File: config.mk
export PLATFORM = sky130hd
export DESIGN_NAME = qcycle_sequencer
export DESIGN_NICKNAME = d
export VERILOG_FILES = /design/src/rtl/qseq_pkg.sv /design/src/rtl/qseq_phase_gen.sv /design/src/rtl/qseq_pc.sv /design/src/rtl/qseq_ir.sv /design/src/rtl/qcycle_sequencer.sv
export SDC_FILE = /design/constraint.sdc
export NUM_CORES = 1
export LEC_CHECK = 0
export BUFFER_PORTS_ARGS = -buffer_cell sky130_fd_sc_hd__buf_2
export CAP_MARGIN = 20
export CORE_ASPECT_RATIO = 0.6
export CORE_UTILIZATION = 40
export DETAILED_ROUTE_END_ITERATION = 16
export GPL_TIMING_DRIVEN = 0
export PLACE_DENSITY = 0.75
export SLEW_MARGIN = 5
export SYNTH_ARGS = -nofsm -noshare
export SYNTH_HDL_FRONTEND = slang
export SYNTH_SLANG_ARGS = --single-unit
File: constraint.sdc
create_clock -name clk -period 2.9 [get_ports clk]
set_input_delay 0.58 -clock clk [delete_from_list [all_inputs] [get_ports clk]]
set_output_delay 0.58 -clock clk [all_outputs]
set_load 0.01 [all_outputs]
File: src/rtl/qseq_pkg.sv
package qseq_pkg;

  typedef enum logic [1:0] {
    PH_Q1 = 2'd0,
    PH_Q2 = 2'd1,
    PH_Q3 = 2'd2,
    PH_Q4 = 2'd3
  } qphase_e;

  localparam int unsigned NUM_PHASES = 4;

  // Phase that follows p in the four-phase ring.
  function automatic qphase_e next_phase(input qphase_e p);
    return qphase_e'(2'(p) + 2'd1);
  endfunction

  // Divided clock level for a given phase: high in the first half.
  function automatic logic half_high(input qphase_e p);
    return (p == PH_Q1) || (p == PH_Q2);
  endfunction

endpackage

File: src/rtl/qseq_phase_gen.sv
module qseq_phase_gen
  import qseq_pkg::*;
(
  input  logic       clk,
  input  logic       rst,
  output qphase_e    ph,
  output logic [3:0] ph_oh,
  output logic       cyc_end,
  output logic       clk_div
);

  always_ff @(posedge clk) begin
    if (rst) ph <= PH_Q1;
    else     ph <= next_phase(ph);
  end

  for (genvar i = 0; i < NUM_PHASES; i++) begin : g_oh
    assign ph_oh[i] = (ph == qphase_e'(2'(i)));
  end

  assign cyc_end = (ph == PH_Q4);
  assign clk_div = half_high(ph);

  // the ring closes from Q4 back to Q1
  a_r1_phase_wrap: assert property (@(posedge clk) disable iff (rst)
    (ph == PH_Q4) |=> (ph == PH_Q1));

  // Q1 is always followed by Q2
  a_r1_phase_q1_q2: assert property (@(posedge clk) disable iff (rst)
    ph_oh[0] |=> ph_oh[1]);

  // the divided clock falls only on entry to Q3
  a_r2_clk_div_fall: assert property (@(posedge clk) disable iff (rst)
    $fell(clk_div) |-> ph_oh[2]);

endmodule

File: src/rtl/qseq_pc.sv
module qseq_pc #(
  parameter int unsigned PC_W = 11
) (
  input  logic            clk,
  input  logic            rst,
  input  logic            cyc_end,
  input  logic            take_br,
  input  logic [PC_W-1:0] target,
  output logic [PC_W-1:0] pc
);

  localparam logic [PC_W-1:0] PC_TOP = '1;

  // Increment modulo 2^PC_W.
  function automatic logic [PC_W-1:0] pc_inc(input logic [PC_W-1:0] v);
    return v + PC_W'(1);
  endfunction

  always_ff @(posedge clk) begin
    if (rst)          pc <= '0;
    else if (cyc_end) pc <= take_br ? target : pc_inc(pc);
  end

  // address holds within an instruction cycle
  a_r4_pc_hold: assert property (@(posedge clk) disable iff (rst)
    !cyc_end |=> $stable(pc));

  // top address wraps to zero
  a_r4_pc_wrap: assert property (@(posedge clk) disable iff (rst)
    (cyc_end && !take_br && pc == PC_TOP) |=> (pc == '0));

  // a taken branch loads the target
  a_r7_branch_load: assert property (@(posedge clk) disable iff (rst)
    (cyc_end && take_br) |=> (pc == $past(target)));

endmodule

File: src/rtl/qseq_ir.sv
module qseq_ir #(
  parameter int unsigned    IW_W     = 14,
  parameter logic [IW_W-1:0] NOP_WORD = '0
) (
  input  logic            clk,
  input  logic            rst,
  input  logic            cyc_end,
  input  logic            take_br,
  input  logic [IW_W-1:0] word_in,
  output logic [IW_W-1:0] ir,
  output logic            bubble
);

  always_ff @(posedge clk) begin
    if (rst) begin
      ir     <= NOP_WORD;
      bubble <= 1'b1;
    end else if (cyc_end) begin
      if (take_br) begin
        ir     <= NOP_WORD;
        bubble <= 1'b1;
      end else begin
        ir     <= word_in;
        bubble <= 1'b0;
      end
    end
  end

  // a flush leaves a no-operation in the register
  a_r8_flush_nop: assert property (@(posedge clk) disable iff (rst)
    (cyc_end && take_br) |=> (bubble && ir == NOP_WORD));

  // register is stable inside a cycle
  a_r5_ir_hold: assert property (@(posedge clk) disable iff (rst)
    !cyc_end |=> $stable(ir));

  // a fetched word lands in the register
  a_r5_ir_capture: assert property (@(posedge clk) disable iff (rst)
    (cyc_end && !take_br) |=> (ir == $past(word_in)));

endmodule

File: src/rtl/qcycle_sequencer.sv
module qcycle_sequencer
  import qseq_pkg::*;
#(
  parameter int unsigned     PC_W     = 11,
  parameter int unsigned     IW_W     = 14,
  parameter logic [IW_W-1:0] NOP_WORD = '0
) (
  input  logic            clk,
  input  logic            rst,
  input  logic [IW_W-1:0] imem_data,
  input  logic            br_taken,
  input  logic [PC_W-1:0] br_target,
  output logic [PC_W-1:0] fetch_addr,
  output logic [IW_W-1:0] ir,
  output logic [3:0]      phase_oh,
  output logic            rd_stb,
  output logic            wr_stb,
  output logic            clk_out
);

  qphase_e ph;
  logic    cyc_end;
  logic    bubble;
  logic    exec_valid;
  logic    take_br;

  qseq_phase_gen u_phase (
    .clk     (clk),
    .rst     (rst),
    .ph      (ph),
    .ph_oh   (phase_oh),
    .cyc_end (cyc_end),
    .clk_div (clk_out)
  );

  // Branch requests count only for a real instruction in execute.
  assign exec_valid = !bubble;
  assign take_br    = br_taken && exec_valid;

  qseq_pc #(.PC_W(PC_W)) u_pc (
    .clk     (clk),
    .rst     (rst),
    .cyc_end (cyc_end),
    .take_br (take_br),
    .target  (br_target),
    .pc      (fetch_addr)
  );

  qseq_ir #(.IW_W(IW_W), .NOP_WORD(NOP_WORD)) u_ir (
    .clk     (clk),
    .rst     (rst),
    .cyc_end (cyc_end),
    .take_br (take_br),
    .word_in (imem_data),
    .ir      (ir),
    .bubble  (bubble)
  );

  assign rd_stb = exec_valid && (ph == PH_Q2);
  assign wr_stb = exec_valid && (ph == PH_Q4);

  // operand read fires only in Q2
  a_r6_rd_in_q2: assert property (@(posedge clk) disable iff (rst)
    rd_stb |-> (phase_oh == 4'b0010));

  // every write is preceded by a read of the same cycle
  a_r6_wr_after_rd: assert property (@(posedge clk) disable iff (rst)
    wr_stb |-> $past(rd_stb, 2));

  // a branch request in a bubble does not flush again
  a_r9_bubble_ignores_branch: assert property (@(posedge clk) disable iff (rst)
    (cyc_end && bubble && br_taken) |=> exec_valid);

  // reset leaves the register at no-operation
  a_r3_reset_nop: assert property (@(posedge clk)
    rst |=> (ir == NOP_WORD && fetch_addr == '0 && !rd_stb && !wr_stb));

endmodule

==> flow_summary.ini, run 1 <==
[setup_path]
crit_family = buffers and inverters
crit_type = reg -> out
crit_top_cell = clkbuf_1
reg2reg_from = u_phase.ph[0]$_SDFF_PP0_
r2r_slack_ns = 0.97
cp.arrival_ns = 2.14
required_ns = 2.32
path_buf_inv = 5
r2r_cells = 7
setup.worst_path.end_class = output port
startpoint_type = flop
max_stage_delay_ns = 0.42
slowest_stage = clkbuf_1
crit_chain = ha_1 > buf_4 > inv_2 > clkbuf_1 > clkbuf_1 > nor2_1 > buf_2
r2r_end = u_ir.ir[10]$_SDFFE_PP0N_
path_max_fanout = 10

[clock_tree]
clk_latency_ns = 0.27
cts_buffers = 3
cts_sinks = 28
clkTransAtPathRegs_ns = 0.10
cts_hold_buf = 0
clk_path_buf_depth = 2
cts_setup_buffers = 0
cts_tree = done
cts.repair.resized = 0
cts_root_buf = clkbuf_8
cts_htree_levels = 1

[synth]
synth_edf_count = 0
synthTopCellsByCount = 28 x dfxtp_1, 24 x a21oi_1, 22 x nand2_1
syn_inst = 175
synth-seq-cells = 28
synth_area_leaders = dfxtp_1 42%, a21oi_1 8.9%, nand3_1 7.8%
synth_flop_cell = dfxtp_1
synthArstFlopShare_pct = 0
synth_top_area_cell = dfxtp_1
syn_area_mm2 = 0.00135
yosysUniqueCellTypes = 36
ys_warn_count = 0
synth_nets = 208
syn_area_per_cell_um2 = 7.70
yosysSeqAreaShare_pct = 41.6
synth.top_cell.area_share_pct = 41.6
synth.most_common_cell = dfxtp_1

[final_layout]
areaGrowthSynthToFinish_pct = 30.7
multi_input_area_um2 = 703
drive_above_1_share_pct = 28.7
nets = 271
diodes = 0
utilization_pct = 57.9
nFillCells = 310
final-seq-area_um2 = 561

[power]
p_leak_nw = 0.725
ir_worst_vdd_mv = 0.257
power_density_mw_per_mm2 = 467

[placed_design]
place_ws_ns = 0.526
port_buffers = 58
gp_congestion = 0.835
dp_hpwl_mm = 2.65

[drt]
route.detailed.drc = 0
vias = 1454
drtIter0Drc = 123
drtAntennaViolNets = 0
wire_per_inst_um = 12.7
vias_per_cell = 5.21
wl_mm = 3.54
firstDrtPassIters = 4

[die]
die_area_mm2 = 0.00361
die_h_um = 47.0
io_pins = 60
rows = 15
core_area_mm2 = 0.00304
start_util_pct = 44.3
die_x_um = 76.9

[timing]
rsz0062_at_grt = false
finalClockSkew_ns = 0.00536
finalSetupTns_ns = 0
max_slew.worst_pin.slew_ns = 0.477
setup_ws_ns = 0.177
setup_viol = 0
slew_violations = 0
hold_viol_final = 0
min_period_over_period_pct = 93.9
timing.fmax_mhz = 367
slew_headroom_pct = 68.2
fin_crit_ns = 2.72

[min_path]
holdCritStartpoint = u_ir.ir[12]$_SDFFE_PP0N_
hold_end = u_ir.ir[12]$_SDFFE_PP0N_
worstHoldPathCells = 2
hp-class = reg -> reg

[global_routing]
grt_pass1_wl_mm = 5.69
overflow = 0
grt_max_degree = 17
antenna_found_initial = 0
grt_pass1_vias = 1251
track_usage_pct = 20.5

[job]
drv_cap = 0

[run_status]
status = finished, final reports clean
layout by cell type, fill, tap and decap left out, drive strengths merged, types with 6 or more instances in the layout:
master	netlist	final
buf	4	62
inv	6	6
clkbuf	10	13
o21ai	11	11
a21oi	24	24
dfxtp	28	28
nand2	22	22
nand3	21	21
nor3	6	6
worst min-delay path, delay by kind of cell (launching register included):
| kind | cells | cell delay, ns |
|---|---|---|
| AO/OA/AOI/OAI | 1 | 0.05 |
| flip-flops | 1 | 0.32 |
| AND/OR/NAND/NOR | 1 | 0.05 |
power by group:
part	switching [mW]	internal (mW)
clock	0.120	0.185
sequential	0.0114	0.398
combinational	0.0608	0.0480
total	0.193	0.631
how the worst max path moves through the flow:
| stage | startpoint | end | slack (ns) | cells past startpoint |
|---|---|---|---|---|
| after global routing | u_phase.ph[0]$_SDFF_PP0_ | wr_stb | 0.04 | 7 |
| after floorplan | u_phase.ph[0]$_SDFF_PP0_ | wr_stb | 0.92 | 6 |
| after CTS | u_phase.ph[0]$_SDFF_PP0_ | wr_stb | 0.21 | 7 |
| after detailed placement | u_phase.ph[0]$_SDFF_PP0_ | wr_stb | 0.53 | 7 |
| after global placement | u_phase.ph[0]$_SDFF_PP0_ | wr_stb | 0.48 | 7 |
| final | u_phase.ph[0]$_SDFF_PP0_ | wr_stb | 0.18 | 7 |
registers in the layout, indices dropped and copies added, names as in the netlist:
name / cells
u_ir.bubble: 1
u_pc.pc: 11
u_ir.ir: 14
u_phase.ph: 2
stage by stage:
step / instances / power [mW] / hold WS (ns) / instance area, um^2
after floorplan: 175 / 0.478 / 0.418 / 1350
after global placement: 275 / 0.525 / 0.435 / 1690
after detailed placement: 275 / 0.526 / 0.440 / 1690
after CTS: 279 / 0.831 / 0.464 / 1760
after global routing: 279 / 0.862 / 0.478 / 1760
final: 279 / 0.824 / 0.457 / 1760
cell families after synthesis:
group | count (synthesis) | synth area share [%]
compound gates | 45 | 18.6
fa+ha+maj | 5 | 4.64
buf+inv | 20 | 6.22
flops | 28 | 41.6
mux | 1 | 0.836
simple gates | 76 | 28.1
per-layer routing:
| layer | wire [um] | part of all wire [%] | vias to the layer above | global-route usage [%] |
|---|---|---|---|---|
| met5 | 0 | 0 | - | 0 |
| met4 | 21 | 0.59 | 0 | 5.77 |
| met3 | 367 | 10 | 2 | 7.77 |
| met2 | 1430 | 40 | 67 | 31.4 |
| met1 | 1720 | 49 | 645 | 27.5 |
| li1 | - | - | 740 | - |
final cells by class:
| type | instances | area share [%] |
|---|---|---|
| plain buffers | 14 | 3.48 |
| clock buffers | 3 | 2.34 |
| clock inverters | 1 | 1.70 |
| inverters | 6 | 1.28 |
| multi-input cells | 127 | 39.9 |
| flip-flops and latches | 28 | 31.8 |
| well taps | 42 | 2.98 |
| repair buffers | 58 | 16.5 |
Note: power is estimated with default switching activity, not from simulation.
==> run 2: changes to the inputs <==
Settings changed: CORE_UTILIZATION 40 to 35, PLACE_DENSITY 0.75 to 0.67.
==> run 2 against run 1 <==
Clock skew up 0.0025 ns. Combinational power about the same. Final cell count grew 1.8%. Core utilization down 9.9 points. Non-clock buffer count unchanged. Wire length up 3.4%. Clock power is 2% higher. Sequential power about the same. Via count about the same. Flip-flop and latch count did not move. Critical endpoint unchanged.
==> flow_summary.ini, run 2 (synthesized netlist as in run 1, its figures left out) <==
[run_status]
status = finished, final reports clean

[timing]
fin_crit_ns = 2.72
slew_headroom_pct = 68.4
rsz0062_at_grt = false
slew_violations = 0
finalClockSkew_ns = 0.00787
timing.fmax_mhz = 367
max_slew.worst_pin.slew_ns = 0.474
setup_viol = 0
hold_viol_final = 0
setup_ws_ns = 0.175
finalSetupTns_ns = 0
holdWs_ns = 0.466
min_period_over_period_pct = 94.0

[die]
die_h_um = 50.1
die_area_mm2 = 0.00411
core_area_mm2 = 0.00368
die_x_um = 82.1
rows = 17
start_util_pct = 36.6
io_pins = 60

[setup_path]
cp.arrival_ns = 2.14
startpoint_type = flop
path_max_fanout = 10
r2r_slack_ns = 0.97
setup.worst_path.end_class = output port
crit_type = reg -> out
required_ns = 2.32

[global_routing]
track_usage_pct = 18.9
antenna_found_initial = 0
grt_pass1_wl_mm = 5.87
grt_pass1_vias = 1240
overflow = 0
grt_max_degree = 17

[placed_design]
gp_congestion = 0.809
dp_hpwl_mm = 2.72
port_buffers = 58
place_ws_ns = 0.482

[drt]
drtIter0Drc = 93
firstDrtPassIters = 4
route.detailed.drc = 0
wl_mm = 3.66
vias_per_cell = 5.12
wire_per_inst_um = 12.9
drtAntennaViolNets = 0
vias = 1453

[clock_tree]
cts_hold_buf = 0
cts_setup_buffers = 0
cts_buffers = 3
clk_path_buf_depth = 2
cts_sinks = 28
clkTransAtPathRegs_ns = 0.10
cts_tree = done
cts_htree_levels = 1
cts.repair.resized = 0
cts_root_buf = clkbuf_8
clk_latency_ns = 0.28

[job]
drv_cap = 0

[final_layout]
regMostFlops = u_ir.ir
nets = 271
mostFrequentLayoutCells = 59 x buf_2, 28 x dfxtp_1, 24 x a21oi_1, 22 x nand2_1, 21 x nand3_1
diodes = 0
largest_reg_flops = 14
drive_above_1_share_pct = 28.7
mostFrequentLayoutCell = buf_2
areaGrowthSynthToFinish_pct = 31.2
largestRegisters = u_ir.ir (14), u_pc.pc (11), u_phase.ph (2)

[power]
p_leak_nw = 0.725
power_density_mw_per_mm2 = 469
ir_worst_vdd_mv = 0.201
p_total_mw = 0.829

[min_path]
hp-class = reg -> reg
run 2: worst paths after layout:
check | startpoint | endpoint | cells past startpoint
worst max-delay path | u_phase.ph[0]$_SDFF_PP0_ | wr_stb | 7
worst min-delay path | u_ir.ir[2]$_SDFFE_PP0N_ | u_ir.ir[2]$_SDFFE_PP0N_ | 2
worst max register to register | u_phase.ph[0]$_SDFF_PP0_ | u_ir.ir[6]$_SDFFE_PP0N_ | 7
worst min register to register | u_ir.ir[2]$_SDFFE_PP0N_ | u_ir.ir[2]$_SDFFE_PP0N_ | 2
run 2: final cells by class:
type,count,area (um^2)
plain buffers,14,61.3
clock buffers,3,41.3
clock inverters,1,30.0
fillers,402,1910
inverters,6,22.5
multi-input cells,127,703
flip-flops and latches,28,561
well taps,47,58.8
repair buffers,58,290
run 2: routing by layer:
metal | share of wire [%] | track usage [%] | routed length, um
met2 | 40 | 26.9 | 1460
met5 | 0 | 0 | 0
met1 | 50 | 27.3 | 1840
met3 | 9.4 | 6.85 | 344
met4 | 0.44 | 2.63 | 16
run 2: critical path, stage by stage, from the launching register on:
cell	delay (ns)
dfxtp_1	0.36
ha_1	0.23
buf_4	0.17
inv_2	0.09
clkbuf_1	0.37
clkbuf_1	0.40
nor2_1	0.09
buf_2	0.15
run 2: report_power, final:
group          switching, mW  internal, mW  total, mW  leakage, nW
logic                 0.0594        0.0477      0.107        0.462
registers             0.0121         0.398      0.410        0.227
clock network          0.126         0.185      0.311       0.0357
total                  0.198         0.631      0.829        0.725
run 2: stage by stage:
step	instances	cell area, um^2	utilization [%]
floorplan	175	1350	-
global placement	280	1700	46.1
detailed placement	280	1700	46.1
CTS	284	1770	48.0
global route	284	1770	48.0
finish	284	1770	48.0
==> run 3: changes to the inputs <==
Settings changed: PLACE_DENSITY 0.67 to 0.7.
==> run 3 against run 2 <==
Register-to-register slack gained 0.02 ns. Clock skew is 0.0017 ns lower. Combinational power about the same. Wire length shrank 0.16%. Sequential share of layout area did not move. Worst hold slack worse by 0.0052 ns. Final area unchanged. Die area did not move. Via count is 1.7% higher. Critical path type unchanged. Largest cell class unchanged. Largest power group unchanged.
==> flow_summary.ini, run 3 (synthesized netlist as in run 1, its figures left out) <==
[drt]
route.detailed.drc = 0
wl_mm = 3.65
vias = 1477
vias_per_cell = 5.20
wire_per_inst_um = 12.9
drtAntennaViolNets = 0
drtIter0Drc = 102
firstDrtPassIters = 4

[die]
core_area_mm2 = 0.00368
die_area_mm2 = 0.00411
die_h_um = 50.1
io_pins = 60
start_util_pct = 36.6
die_x_um = 82.1
rows = 17

[final_layout]
final-seq-area_um2 = 561
nFillCells = 379
mostFrequentLayoutCell = buf_2
drive_above_1_share_pct = 28.7
nets = 271
largestRegisters = u_ir.ir (14), u_pc.pc (11), u_phase.ph (2)
regMostFlops = u_ir.ir
final_cells = 284
multi_input_area_um2 = 703
diodes = 0
areaGrowthSynthToFinish_pct = 31.2
largest_reg_flops = 14
mostFrequentLayoutCells = 59 x buf_2, 28 x dfxtp_1, 24 x a21oi_1, 22 x nand2_1, 21 x nand3_1

[setup_path]
crit_type = reg -> out
path_max_fanout = 10
cp.arrival_ns = 2.12
startpoint_type = flop
required_ns = 2.32
setup.worst_path.end_class = output port

[timing]
setup_ws_ns = 0.196
slew_headroom_pct = 67.8
holdWs_ns = 0.460
finalSetupTns_ns = 0
slew_violations = 0
rsz0062_at_grt = false
hold_viol_final = 0
timing.fmax_mhz = 370
max_slew.worst_pin.slew_ns = 0.483
setup_viol = 0
finalClockSkew_ns = 0.00621
fin_crit_ns = 2.70
min_period_over_period_pct = 93.3

[clock_tree]
clkTransAtPathRegs_ns = 0.10
cts_setup_buffers = 0
cts_htree_levels = 1
cts_tree = done
cts_root_buf = clkbuf_8
cts_buffers = 3
cts_hold_buf = 0
cts_sinks = 28
cts.repair.resized = 0
clk_latency_ns = 0.28
clk_path_buf_depth = 2

[placed_design]
place_ws_ns = 0.513
dp_cells = 280
dp_hpwl_mm = 2.68
gp_congestion = 0.840
port_buffers = 58

[job]
drv_cap = 0

[power]
ir_worst_vdd_mv = 0.230
p_leak_nw = 0.725
power_density_mw_per_mm2 = 468
p_total_mw = 0.827

[global_routing]
antenna_found_initial = 0
grt_pass1_vias = 1226
grt_pass1_wl_mm = 5.77
overflow = 0
grt_max_degree = 17
track_usage_pct = 18.4

[min_path]
hp-class = reg -> reg

[run_status]
status = finished, final reports clean
## run 3: cell counts in the layout (fill, tap and decap cells not counted)
No cell type changed its count.
## run 3: critical path, stage by stage (launching register included)
cell and delay, ns:
dfxtp_1 0.35, ha_1 0.22, buf_4 0.17, inv_2 0.09
clkbuf_1 0.38, clkbuf_1 0.39, nor2_1 0.09, buf_2 0.15
## run 3: metal layers
metal	part of all wire, %	GRT usage, %	up-vias
met3	11	6.30	2
met2	40	25.6	69
met5	0	0	-
met1	49	27.7	672
li1	-	-	734
met4	0.19	1.75	0
## run 3: report_power, final
part           internal (mW)  leakage, nW  switching, mW
Clock                  0.185       0.0357          0.124
Combinational         0.0479        0.462         0.0609
Sequential             0.398        0.227         0.0115
Total                  0.631        0.725          0.196
## run 3: cell type report
cell class              instances  area share (%)
inverters                       6            1.27
repair buffers                 58            16.4
clock buffers                   3            2.34
well taps                      47            3.33
clock inverters                 1            1.70
multi-input cells             127            39.8
plain buffers                  14            3.47
flip-flops and latches         28            31.7
## run 3: worst paths after layout
path / depth (start not counted) / endpoint / slack [ns] / startpoint
max: 7 / wr_stb / 0.20 / u_phase.ph[0]$_SDFF_PP0_
min: 2 / u_ir.ir[2]$_SDFFE_PP0N_ / 0.46 / u_ir.ir[2]$_SDFFE_PP0N_
max reg2reg: 7 / u_ir.ir[7]$_SDFFE_PP0N_ / 0.99 / u_phase.ph[0]$_SDFF_PP0_
min reg2reg: 2 / u_ir.ir[2]$_SDFFE_PP0N_ / 0.46 / u_ir.ir[2]$_SDFFE_PP0N_
## run 3: per-stage QoR
stage | instance area (um^2) | util, %
after floorplan | 1350 | -
after global placement | 1700 | 46.1
after detailed placement | 1700 | 46.1
after CTS | 1770 | 48.0
after global routing | 1770 | 48.0
final | 1770 | 48.0
